==> config.mk <==
export PLATFORM = sky130hd
export DESIGN_NAME = pin_owner_mux
export DESIGN_NICKNAME = d
export VERILOG_FILES = /design/src/rtl/pin_owner_pkg.sv /design/src/rtl/strap_sampler.sv /design/src/rtl/gpio_regs.sv /design/src/rtl/pin_drive_mux.sv /design/src/rtl/pin_owner_mux.sv
export SDC_FILE = /design/constraint.sdc
export NUM_CORES = 1
export LEC_CHECK = 0
export ABC_AREA = 1
export BUFFER_PORTS_ARGS = -buffer_cell sky130_fd_sc_hd__buf_2
export CORE_UTILIZATION = 29
export CTS_BUF_LIST = sky130_fd_sc_hd__clkbuf_2 sky130_fd_sc_hd__clkbuf_4 sky130_fd_sc_hd__clkbuf_8
export DETAILED_ROUTE_END_ITERATION = 7
export PLACE_DENSITY = 0.58
export SLEW_MARGIN = 20
export SYNTH_ARGS = -nofsm -noshare
export SYNTH_HDL_FRONTEND = slang
export SYNTH_SLANG_ARGS = --single-unit
==> constraint.sdc <==
create_clock -name clk -period 2.3 [get_ports clk]
set_clock_uncertainty 0.15 [all_clocks]
set_input_delay 0.575 -clock clk [delete_from_list [all_inputs] [get_ports clk]]
set_output_delay 0.575 -clock clk [all_outputs]
set_load 0.005 [all_outputs]
==> src/rtl/pin_owner_pkg.sv <==
`timescale 1ns/1ps
package pin_owner_pkg;
  localparam int ADDR_W = 2;

  typedef enum logic [ADDR_W-1:0] {
    RA_DIR  = 2'd0,
    RA_DATA = 2'd1,
    RA_SCTL = 2'd2,
    RA_NONE = 2'd3
  } reg_addr_e;
endpackage

==> src/rtl/strap_sampler.sv <==
`timescale 1ns/1ps
module strap_sampler #(
  parameter int SAMPLE_DLY = 16,
  parameter int NPIN       = 2
) (
  input  logic            clk,
  input  logic            rst,
  input  logic            strap_i,
  input  logic [NPIN-1:0] pin_in,
  output logic            cfg_mode_o
);
  localparam int CW = $clog2(SAMPLE_DLY + 1);
  localparam logic [CW-1:0] LAST = CW'(SAMPLE_DLY - 1);

  logic [CW-1:0] wait_cnt;
  logic          decided;

  // one-shot decision: low strap asks, any low pin vetoes
  always_ff @(posedge clk) begin
    if (rst) begin
      wait_cnt   <= '0;
      decided    <= 1'b0;
      cfg_mode_o <= 1'b0;
    end else if (!decided) begin
      if (wait_cnt == LAST) begin
        decided    <= 1'b1;
        cfg_mode_o <= ~strap_i & (&pin_in);
      end else begin
        wait_cnt <= wait_cnt + 1'b1;
      end
    end
  end
endmodule

==> src/rtl/gpio_regs.sv <==
`timescale 1ns/1ps
module gpio_regs
  import pin_owner_pkg::*;
#(
  parameter int NPIN = 2,
  parameter int DW   = 8
) (
  input  logic              clk,
  input  logic              rst,
  input  logic              cfg_mode,
  input  logic              we,
  input  logic [ADDR_W-1:0] addr,
  input  logic [DW-1:0]     wdata,
  input  logic [NPIN-1:0]   pin_in,
  output logic [DW-1:0]     dir_q,
  output logic [NPIN-1:0]   data_q,
  output logic [2*NPIN-1:0] sctl_q,
  output logic [DW-1:0]     rdata
);
  localparam int SW = 2 * NPIN;

  reg_addr_e ra;
  assign ra = reg_addr_e'(addr);

  always_ff @(posedge clk) begin
    if (rst) begin
      dir_q  <= '0;
      data_q <= '0;
      sctl_q <= '0;
    end else if (we) begin
      unique case (ra)
        RA_DIR:  if (!cfg_mode) dir_q  <= wdata;
        RA_DATA: if (!cfg_mode) data_q <= wdata[NPIN-1:0];
        RA_SCTL: if (cfg_mode)  sctl_q <= wdata[SW-1:0];
        default: ;
      endcase
    end
  end

  always_ff @(posedge clk) begin
    if (rst) begin
      rdata <= '0;
    end else begin
      unique case (ra)
        RA_DIR:  rdata <= dir_q;
        RA_DATA: rdata <= {{(DW-NPIN){1'b0}}, pin_in};
        RA_SCTL: rdata <= cfg_mode ? {{(DW-SW){1'b0}}, sctl_q} : '0;
        default: rdata <= '0;
      endcase
    end
  end
endmodule

==> src/rtl/pin_drive_mux.sv <==
`timescale 1ns/1ps
module pin_drive_mux #(
  parameter int NPIN = 2
) (
  input  logic              cfg_mode,
  input  logic [NPIN-1:0]   gp_dir,
  input  logic [NPIN-1:0]   gp_val,
  input  logic [2*NPIN-1:0] sctl,
  output logic [NPIN-1:0]   pin_out,
  output logic [NPIN-1:0]   pin_oe
);
  for (genvar i = 0; i < NPIN; i++) begin : g_pin
    always_comb begin
      if (cfg_mode) begin
        pin_out[i] = sctl[i];
        pin_oe[i]  = sctl[NPIN+i];
      end else begin
        pin_out[i] = gp_val[i];
        pin_oe[i]  = gp_dir[i];
      end
    end
  end
endmodule

==> src/rtl/pin_owner_mux.sv <==
`timescale 1ns/1ps
module pin_owner_mux
  import pin_owner_pkg::*;
#(
  parameter int SAMPLE_DLY = 16,
  parameter int NPIN       = 2,
  parameter int DW         = 8
) (
  input  logic              clk,
  input  logic              rst,
  input  logic              strap_i,
  input  logic [NPIN-1:0]   pin_in,
  input  logic              reg_we,
  input  logic [ADDR_W-1:0] reg_addr,
  input  logic [DW-1:0]     reg_wdata,
  output logic [DW-1:0]     reg_rdata,
  output logic [NPIN-1:0]   pin_out,
  output logic [NPIN-1:0]   pin_oe,
  output logic              cfg_mode
);
  logic [DW-1:0]     dir_q;
  logic [NPIN-1:0]   data_q;
  logic [2*NPIN-1:0] sctl_q;

  strap_sampler #(.SAMPLE_DLY(SAMPLE_DLY), .NPIN(NPIN)) u_sample (
    .clk(clk), .rst(rst), .strap_i(strap_i), .pin_in(pin_in),
    .cfg_mode_o(cfg_mode)
  );

  gpio_regs #(.NPIN(NPIN), .DW(DW)) u_regs (
    .clk(clk), .rst(rst), .cfg_mode(cfg_mode), .we(reg_we),
    .addr(reg_addr), .wdata(reg_wdata), .pin_in(pin_in),
    .dir_q(dir_q), .data_q(data_q), .sctl_q(sctl_q), .rdata(reg_rdata)
  );

  pin_drive_mux #(.NPIN(NPIN)) u_mux (
    .cfg_mode(cfg_mode), .gp_dir(dir_q[NPIN-1:0]), .gp_val(data_q),
    .sctl(sctl_q), .pin_out(pin_out), .pin_oe(pin_oe)
  );
endmodule

==> results.cfg, run 1 <==
[status]
outcome = finished, final reports clean

[die]
die-area_mm2 = 0.00442
io_pins = 29
rows = 23
initial_core_util = 0.301
coreArea_mm2 = 0.00400
die_h_um = 66.5
die_w_um = 66.5

[routing]
wl_met1_um = 1320
dr.max_layer_used = met4
drc = 0
via_per_inst = 4.51
drt-total-wl_um = 2580
drt_iter0_drc = 36
wl_per_cell_um = 10.5
vias = 1109
wl_met2_um = 1040
first_pass_iters = 4
antenna_left = 0
dr_wl_met3_um = 155

[critical_path]
crit_slowest_cell = dfxtp_1
worst-path-max-fanout = 11
slowest_delay_ns = 0.60
crit_required_ns = 1.57
cp_num_buf_inv = 2
critical_path.top_delay_family = flip-flops
crit_arrival_ns = 1.26
path_common_cell = nand2_1
critPathLaunchType = flop
critPathCaptureType = output pin
critPathKind = reg -> out
path_cells = inv_2 -> nand2_1 -> nand2_1 -> buf_2

[timing]
finalHoldViolCount = 0
maxSlewViolCount = 0
slew_headroom = 0.698
period_needed_ns = 1.98
worst_pin_slew_ns = 0.453
finalSetupViolations = 0
hold_ws_ns = 0.293
rsz0062_at_grt = false
fmax_ghz = 0.504
fin_crit_sh = 0.862
fin_setup_tns_ns = 0

[final_layout]
regArea_um2 = 581
multiInputGateArea_um2 = 544
design_area_mm2 = 0.00151
final_util = 0.378
fill_cells = 418
n_antenna_cell = 0
layout-drive-gt1-share = 0.219
nets = 213
areaGrowthSynthToFinish_pct = 25.6

[clock_network]
cts_resized = 0
clockBufferDepth = 2
cts_tree = yes
cts_setup_buffers = 0
clkSinkCount = 29
cts-hold-fix-buffers = 0
htree_levels = 2
cts-root-buf = clkbuf_8
worst_skew_pair.late_latency_ns = 0.28
cts_buffers = 5
path_clk_slew_ns = 0.07

[placed_design]
io_buffers = 28
placed_area_mm2 = 0.00138
dp_hpwl_um = 1820
gp_congestion = 0.774

[logic_synthesis]
synth-edff-count = 0
synth.cell_area_mm2 = 0.00120
synthArstFlopShare = 0
synth.distinct_cells = 21
synthTopCellsByCount = nand2_1 (40), dfxtp_1 (29), nor2_1 (25)
synth_area_leaders = dfxtp_1 (48%), nand2_1 (12%), nor2_1 (7.8%), a21oi_1 (5.8%), nand3_1 (5.8%)
syn_nets = 182
synthCells = 164
ys_seq_elements = 29
yosys.area.top_type = dfxtp_1
yosysMostFrequentCell = nand2_1
synth_top_area_frac = 0.482
yosys_warnings = 0
postSynthAreaPerCell_um2 = 7.35
yosysSeqAreaShare = 0.482
synth-main-ff-cell = dfxtp_1

[global_route]
grt_start_max_net_pins = 16
overflow = 0
grt_usage = 0.135
antenna_found_initial = 0
grt_first_pass_wirelength_um = 4280
grt_pass1_vias = 971

[run]
drv_cap = 0

[pwr]
ir_drop_uv = 454
p_leak_nw = 0.696
power_density_mw_per_mm2 = 814

[min_path]
min_path_type = reg -> reg
==> cell type report <==
class | instances | share of cell area
Clock inverter | 3 | 0.0430
Multi-Input combinational cell | 117 | 0.360
Tap cell | 50 | 0.0413
Inverter | 14 | 0.0347
Sequential cell | 29 | 0.383
Clock buffer | 5 | 0.0455
Timing Repair Buffer | 28 | 0.0926
==> worst reg2reg max path, cell delays in order (launching register included) <==
cell and delay [ns]:
dfxtp_1 0.34, ha_1 0.23, and3_1 0.19, ha_1 0.21, nor2_2 0.31, nand3_1 0.12
nand2_1 0.07, inv_1 0.03, nor2_1 0.08
==> state kept, by name (all words and copies together) (netlist names) <==
name                 cells
u_regs.data_q            2
u_regs.dir_q             8
u_regs.rdata             8
u_regs.sctl_q            4
u_sample.cfg_mode_o      1
u_sample.decided         1
u_sample.wait_cnt        5
==> cell usage in the layout (no fill, tap or decap), drive strengths merged <==
cell type	synthesis	final
nor3	5	5
ha	2	2
o21ai	7	7
clkinv	0	1
nor2	28	28
inv	14	14
dfxtp	29	29
nand2	43	43
clkbuf	1	5
nand4	1	1
and3	1	1
a21oi	14	14
o21a	1	1
nand3b	1	1
buf	3	28
nand3	14	14
bufinv	0	2
==> per-stage QoR <==
stage	setup WS, ns	power [mW]	cells
after global routing	0.206	1.28	246
after floorplan	0.650	0.579	164
after CTS	0.299	1.25	246
after global placement	0.550	0.612	238
final	0.317	1.23	246
after detailed placement	0.500	0.611	238
==> cells by family (layout without fill, tap and decap cells) <==
group	after synthesis	in the layout	share of synthesized area
simple gates	93	93	0.337
flops	29	29	0.482
compound gates	22	22	0.0935
buf+inv	18	50	0.0665
fa+ha+maj	2	2	0.0208
==> report_power, final <==
part	total, mW	leakage, nW	internal [mW]	switching, mW
Combinational	0.0772	0.392	0.0306	0.0465
Clock	0.632	0.0681	0.430	0.202
Sequential	0.523	0.235	0.515	0.00792
==> per-layer routing <==
layer,vias to the layer above,global-route usage
met1,489,0.173
met4,0,0.0878
li1,585,-
met2,28,0.189
met3,7,0.0497
met5,-,0
==> worst paths after layout <==
check / slack, ns / from / endpoint / cells after the start
setup / recovery: 0.32 / u_sample.cfg_mode_o / pin_out[1] / 4
hold / removal: 0.29 / u_regs.dir_q[5] / u_regs.rdata[5] / 2
setup reg to reg: 0.51 / u_sample.wait_cnt[0] / u_sample.wait_cnt[3] / 8
hold reg to reg: 0.29 / u_regs.dir_q[5] / u_regs.rdata[5] / 2
No activity file was read; power rests on OpenSTA's default activity.
==> run 2: changes to the inputs <==
--- a/config.mk
+++ b/config.mk
@@ -5,7 +5,6 @@
 export SDC_FILE = /design/constraint.sdc
 export NUM_CORES = 1
 export LEC_CHECK = 0
-export ABC_AREA = 1
 export BUFFER_PORTS_ARGS = -buffer_cell sky130_fd_sc_hd__buf_2
 export CORE_UTILIZATION = 29
 export CTS_BUF_LIST = sky130_fd_sc_hd__clkbuf_2 sky130_fd_sc_hd__clkbuf_4 sky130_fd_sc_hd__clkbuf_8
==> results.cfg, run 2 <==
[die]
coreArea_mm2 = 0.00377
initial_core_util = 0.313
io_pins = 29
die_h_um = 65.8
rows = 22
die-area_mm2 = 0.00432
die_w_um = 65.8

[timing]
rsz0062_at_grt = false
fin_setup_tns_ns = 0
maxSlewViolCount = 0
slew_headroom = 0.672
finalHoldViolCount = 0
fmax_ghz = 0.465
finalSetupViolations = 0
fin_crit_sh = 0.935
period_needed_ns = 2.15
hold_ws_ns = 0.304
worst_pin_slew_ns = 0.492

[critical_path]
critPathKind = reg -> out
slowest_delay_ns = 0.63
crit_slowest_cell = dfxtp_1
critPathLaunchType = flop
crit_arrival_ns = 1.42
cp-startpoint = u_sample.cfg_mode_o
worst-path-max-fanout = 13
critPathCaptureType = output pin
crit_required_ns = 1.57
reg2reg_from = u_sample.wait_cnt[0]
path_cells = mux2_2 -> buf_2

[final_layout]
nets = 175
n_antenna_cell = 0
areaGrowthSynthToFinish_pct = 23.2
layout_commonest_cell = dfxtp_1
reg_top3 = u_regs.dir_q (8), u_regs.rdata (8), u_sample.wait_cnt (5)
final_cell_mix = dfxtp_1 (29), buf_2 (28), nand2_1 (22)
layout-drive-gt1-share = 0.291
fill_cells = 384

[logic_synthesis]
yosys_warnings = 0
synth.cell_area_mm2 = 0.00118
yosysMostFrequentCell = dfxtp_1
synthTopCellsByCount = dfxtp_1 (29), nand2_1 (22), a21oi_1 (14)
ys_seq_elements = 29
synth-edff-count = 0
synthArstFlopShare = 0
synth_area_leaders = dfxtp_1 (49%), nand2_1 (7.0%), a21oi_1 (5.9%), mux2_2 (4.8%), mux2i_1 (3.4%)
syn_nets = 146
synth_top_area_frac = 0.493
yosysSeqAreaShare = 0.493
synthCells = 128
synth-main-ff-cell = dfxtp_1
postSynthAreaPerCell_um2 = 9.21
synth.distinct_cells = 29
yosys.area.top_type = dfxtp_1

[pwr]
seqPwrFrac = 0.496
p_sw_frac = 0.223
power_frac_comb = 0.067
power_density_mw_per_mm2 = 724
intPower_mw = 0.817
switching_power_mw = 0.234
clockPowerShare = 0.437
ir_drop_uv = 383
p_leak_nw = 0.609
finalPower_mw = 1.05

[global_route]
grt_first_pass_wirelength_um = 4410
overflow = 0
grt_pass1_vias = 988
grt_start_max_net_pins = 17
antenna_found_initial = 0
grt_usage = 0.140

[clock_network]
clkSinkCount = 29
path_clk_slew_ns = 0.06
htree_levels = 2
cts_resized = 0
cts-hold-fix-buffers = 0
cts_buffers = 5
worst_skew_pair.late_latency_ns = 0.28
cts_tree = yes
cts-root-buf = clkbuf_8
cts_setup_buffers = 0
clockBufferDepth = 2

[placed_design]
dp_hpwl_um = 1830
gp_congestion = 0.759
io_buffers = 28

[routing]
drc = 0
wl_per_cell_um = 12.0
antenna_left = 0
vias = 973
first_pass_iters = 4
via_per_inst = 4.72
drt_iter0_drc = 16
drt-total-wl_um = 2480

[run]
drv_cap = 0

[status]
outcome = finished, final reports clean

[min_path]
min_path_type = reg -> reg
hp-start = u_regs.dir_q[7]
[run 2: power by group through the flow]
stage               combinational, mW  sequential (mW)  clock [mW]
finish                         0.0706            0.522       0.459
global route                   0.0798            0.523       0.501
floorplan                      0.0444            0.531           0
CTS                            0.0710            0.522       0.473
detailed placement             0.0708            0.533           0
global placement               0.0686            0.532           0
[run 2: metal layers]
metal / GRT usage / routed length, um / share of wire / up-vias
li1: - / - / - / 492
met1: 0.154 / 1100 / 0.44 / 454
met2: 0.230 / 1200 / 0.48 / 22
met3: 0.0538 / 120 / 0.048 / 5
met4: 0.0734 / 55 / 0.022 / 0
met5: 0 / 0 / 0 / -
[run 2: path summary, 6_finish.rpt]
| check | to | slack, ns | cells after the start |
|---|---|---|---|
| worst min-delay path | u_regs.dir_q[7] | 0.30 | 2 |
| worst max register to register | u_sample.cfg_mode_o | 0.42 | 6 |
| worst max-delay path | pin_oe[1] | 0.15 | 2 |
| worst min register to register | u_regs.dir_q[7] | 0.30 | 2 |
[run 2: stage by stage]
step,std cells,worst slack [ns],area (um^2),util
after CTS,206,0.143,1450,0.385
after global placement,198,0.422,1350,0.358
after floorplan,128,0.470,1180,-
after detailed placement,198,0.391,1350,0.358
after global routing,206,0.0786,1450,0.385
final,206,0.150,1450,0.385
[run 2: kinds of logic (layout without fill, tap and decap cells)]
| logic type | count (synthesis) | after routing | synth area share |
|---|---|---|---|
| simple gates | 55 | 55 | 0.247 |
| flops | 29 | 29 | 0.493 |
| compound gates | 21 | 21 | 0.0998 |
| buf+inv | 10 | 40 | 0.0425 |
| mux | 9 | 9 | 0.0817 |
| fa+ha+maj | 2 | 2 | 0.0212 |
| xor+xnor | 2 | 2 | 0.0149 |
[run 2: final cells by class]
type,count,area (um^2),share of cell area
Clock buffer,7,96.3,0.0663
Timing Repair Buffer,30,155,0.107
Multi-Input combinational cell,89,548,0.377
Clock inverter,1,5.00,0.00345
Inverter,2,7.51,0.00517
Sequential cell,29,581,0.400
Tap cell,48,60.1,0.0413
[run 2: critical path, delay by kind of cell (launching register included)]
kind | cells | cell delay (ns)
buffers and inverters | 1 | 0.12
multiplexers | 1 | 0.39
flip-flops | 1 | 0.63
==> run 3: changes to the inputs <==
--- a/config.mk
+++ b/config.mk
@@ -6,6 +6,7 @@
 export NUM_CORES = 1
 export LEC_CHECK = 0
 export BUFFER_PORTS_ARGS = -buffer_cell sky130_fd_sc_hd__buf_2
+export CORE_ASPECT_RATIO = 0.6
 export CORE_UTILIZATION = 29
 export CTS_BUF_LIST = sky130_fd_sc_hd__clkbuf_2 sky130_fd_sc_hd__clkbuf_4 sky130_fd_sc_hd__clkbuf_8
 export DETAILED_ROUTE_END_ITERATION = 7
==> results.cfg, run 3 (same netlist as run 2, synthesis figures left out) <==
[min_path]
min_path_type = reg -> reg

[clock_network]
path_clk_slew_ns = 0.06
cts-root-buf = clkbuf_8
cts_tree = yes
cts_setup_buffers = 0
clkSinkCount = 29
cts_buffers = 5
cts-hold-fix-buffers = 0
htree_levels = 2
worst_skew_pair.late_latency_ns = 0.28
cts_resized = 0
clockBufferDepth = 2

[die]
initial_core_util = 0.311
die-area_mm2 = 0.00433
die_w_um = 84.3
coreArea_mm2 = 0.00379
io_pins = 29
die_h_um = 51.4
rows = 17

[critical_path]
crit_slowest_cell = dfxtp_1
crit_required_ns = 1.57
crit_arrival_ns = 1.46
worst-path-max-fanout = 13
slowest_delay_ns = 0.65
critPathKind = reg -> out
path_cells = mux2_2 -> buf_2
critical_path.top_delay_family = flip-flops
critPathLaunchType = flop
critPathCaptureType = output pin
cp_num_buf_inv = 1

[placed_design]
placed_area_mm2 = 0.00135
dp_hpwl_um = 1900
dp_cells = 197
gp_congestion = 0.780
io_buffers = 28
post-place-ws_ns = 0.396

[routing]
dr_wl_met3_um = 144
via_per_inst = 4.75
drt_iter0_drc = 46
drt-total-wl_um = 2520
drc = 2
first_pass_iters = 8
wl_per_cell_um = 12.3
vias = 974
wl_met1_um = 1300
dr.max_layer_used = met4
antenna_left = 0
wl_met2_um = 1000

[final_layout]
fin_cells = 205
nets = 175
final_cell_mix = dfxtp_1 (29), buf_2 (28), nand2_1 (22)
areaGrowthSynthToFinish_pct = 23.1
final_util = 0.383
design_area_mm2 = 0.00145
layout-drive-gt1-share = 0.291
reg_top3 = u_regs.dir_q (8), u_regs.rdata (8), u_sample.wait_cnt (5)
layout_commonest_cell = dfxtp_1
fill_cells = 392
n_antenna_cell = 0

[global_route]
grt_first_pass_wirelength_um = 4110
grt_pass1_vias = 929
grt_usage = 0.131
overflow = 0
antenna_found_initial = 0
grt_start_max_net_pins = 18

[timing]
maxSlewViolCount = 0
hold_ws_ns = 0.299
fmax_ghz = 0.458
fin_setup_tns_ns = 0
finalSetupViolations = 0
rsz0062_at_grt = false
fin_crit_sh = 0.948
worst_pin_slew_ns = 0.526
slew_headroom = 0.649
finalHoldViolCount = 0
period_needed_ns = 2.18
fin_ws_ns = 0.119

[pwr]
power_density_mw_per_mm2 = 724
p_leak_nw = 0.609
ir_drop_uv = 244
finalPower_mw = 1.05

[status]
violations = DRC
outcome = finished with violations

[run]
drv_cap = 0
[run 3: where the power goes]
part           internal (mW)  total [mW]  switching [mW]
clock network          0.270       0.459           0.190
logic                 0.0328      0.0696          0.0369
registers              0.515       0.522         0.00699
total                  0.817        1.05           0.234
[run 3: worst paths after layout]
kind         slack, ns  cells after the start                 start                   to
max               0.12                      2   u_sample.cfg_mode_o           pin_out[1]
min               0.30                      2       u_regs.dir_q[2]      u_regs.dir_q[2]
max reg2reg       0.42                      6  u_sample.wait_cnt[0]  u_sample.cfg_mode_o
min reg2reg       0.30                      2       u_regs.dir_q[2]      u_regs.dir_q[2]
[run 3: tightest hold or removal path: cells and delay by family, from the launching register on]
kind	cells	cell delay [ns]
simple gates	1	0.05
compound gates	1	0.05
flops	1	0.30
[run 3: cell type report]
class                   instances  area [um^2]  share of cell area
flip-flops and latches         29          581               0.400
multi-input cells              89          548               0.378
repair buffers                 30          155               0.107
clock buffers                   7         96.3              0.0664
well taps                      47         58.8              0.0405
inverters                       2         7.51             0.00517
clock inverters                 1         5.00             0.00345
[run 3: routing by layer]
metal / up-vias / GRT usage
met4: 0 / 0.0948
met3: 8 / 0.0501
met1: 446 / 0.161
li1: 494 / -
met2: 26 / 0.190
met5: - / 0
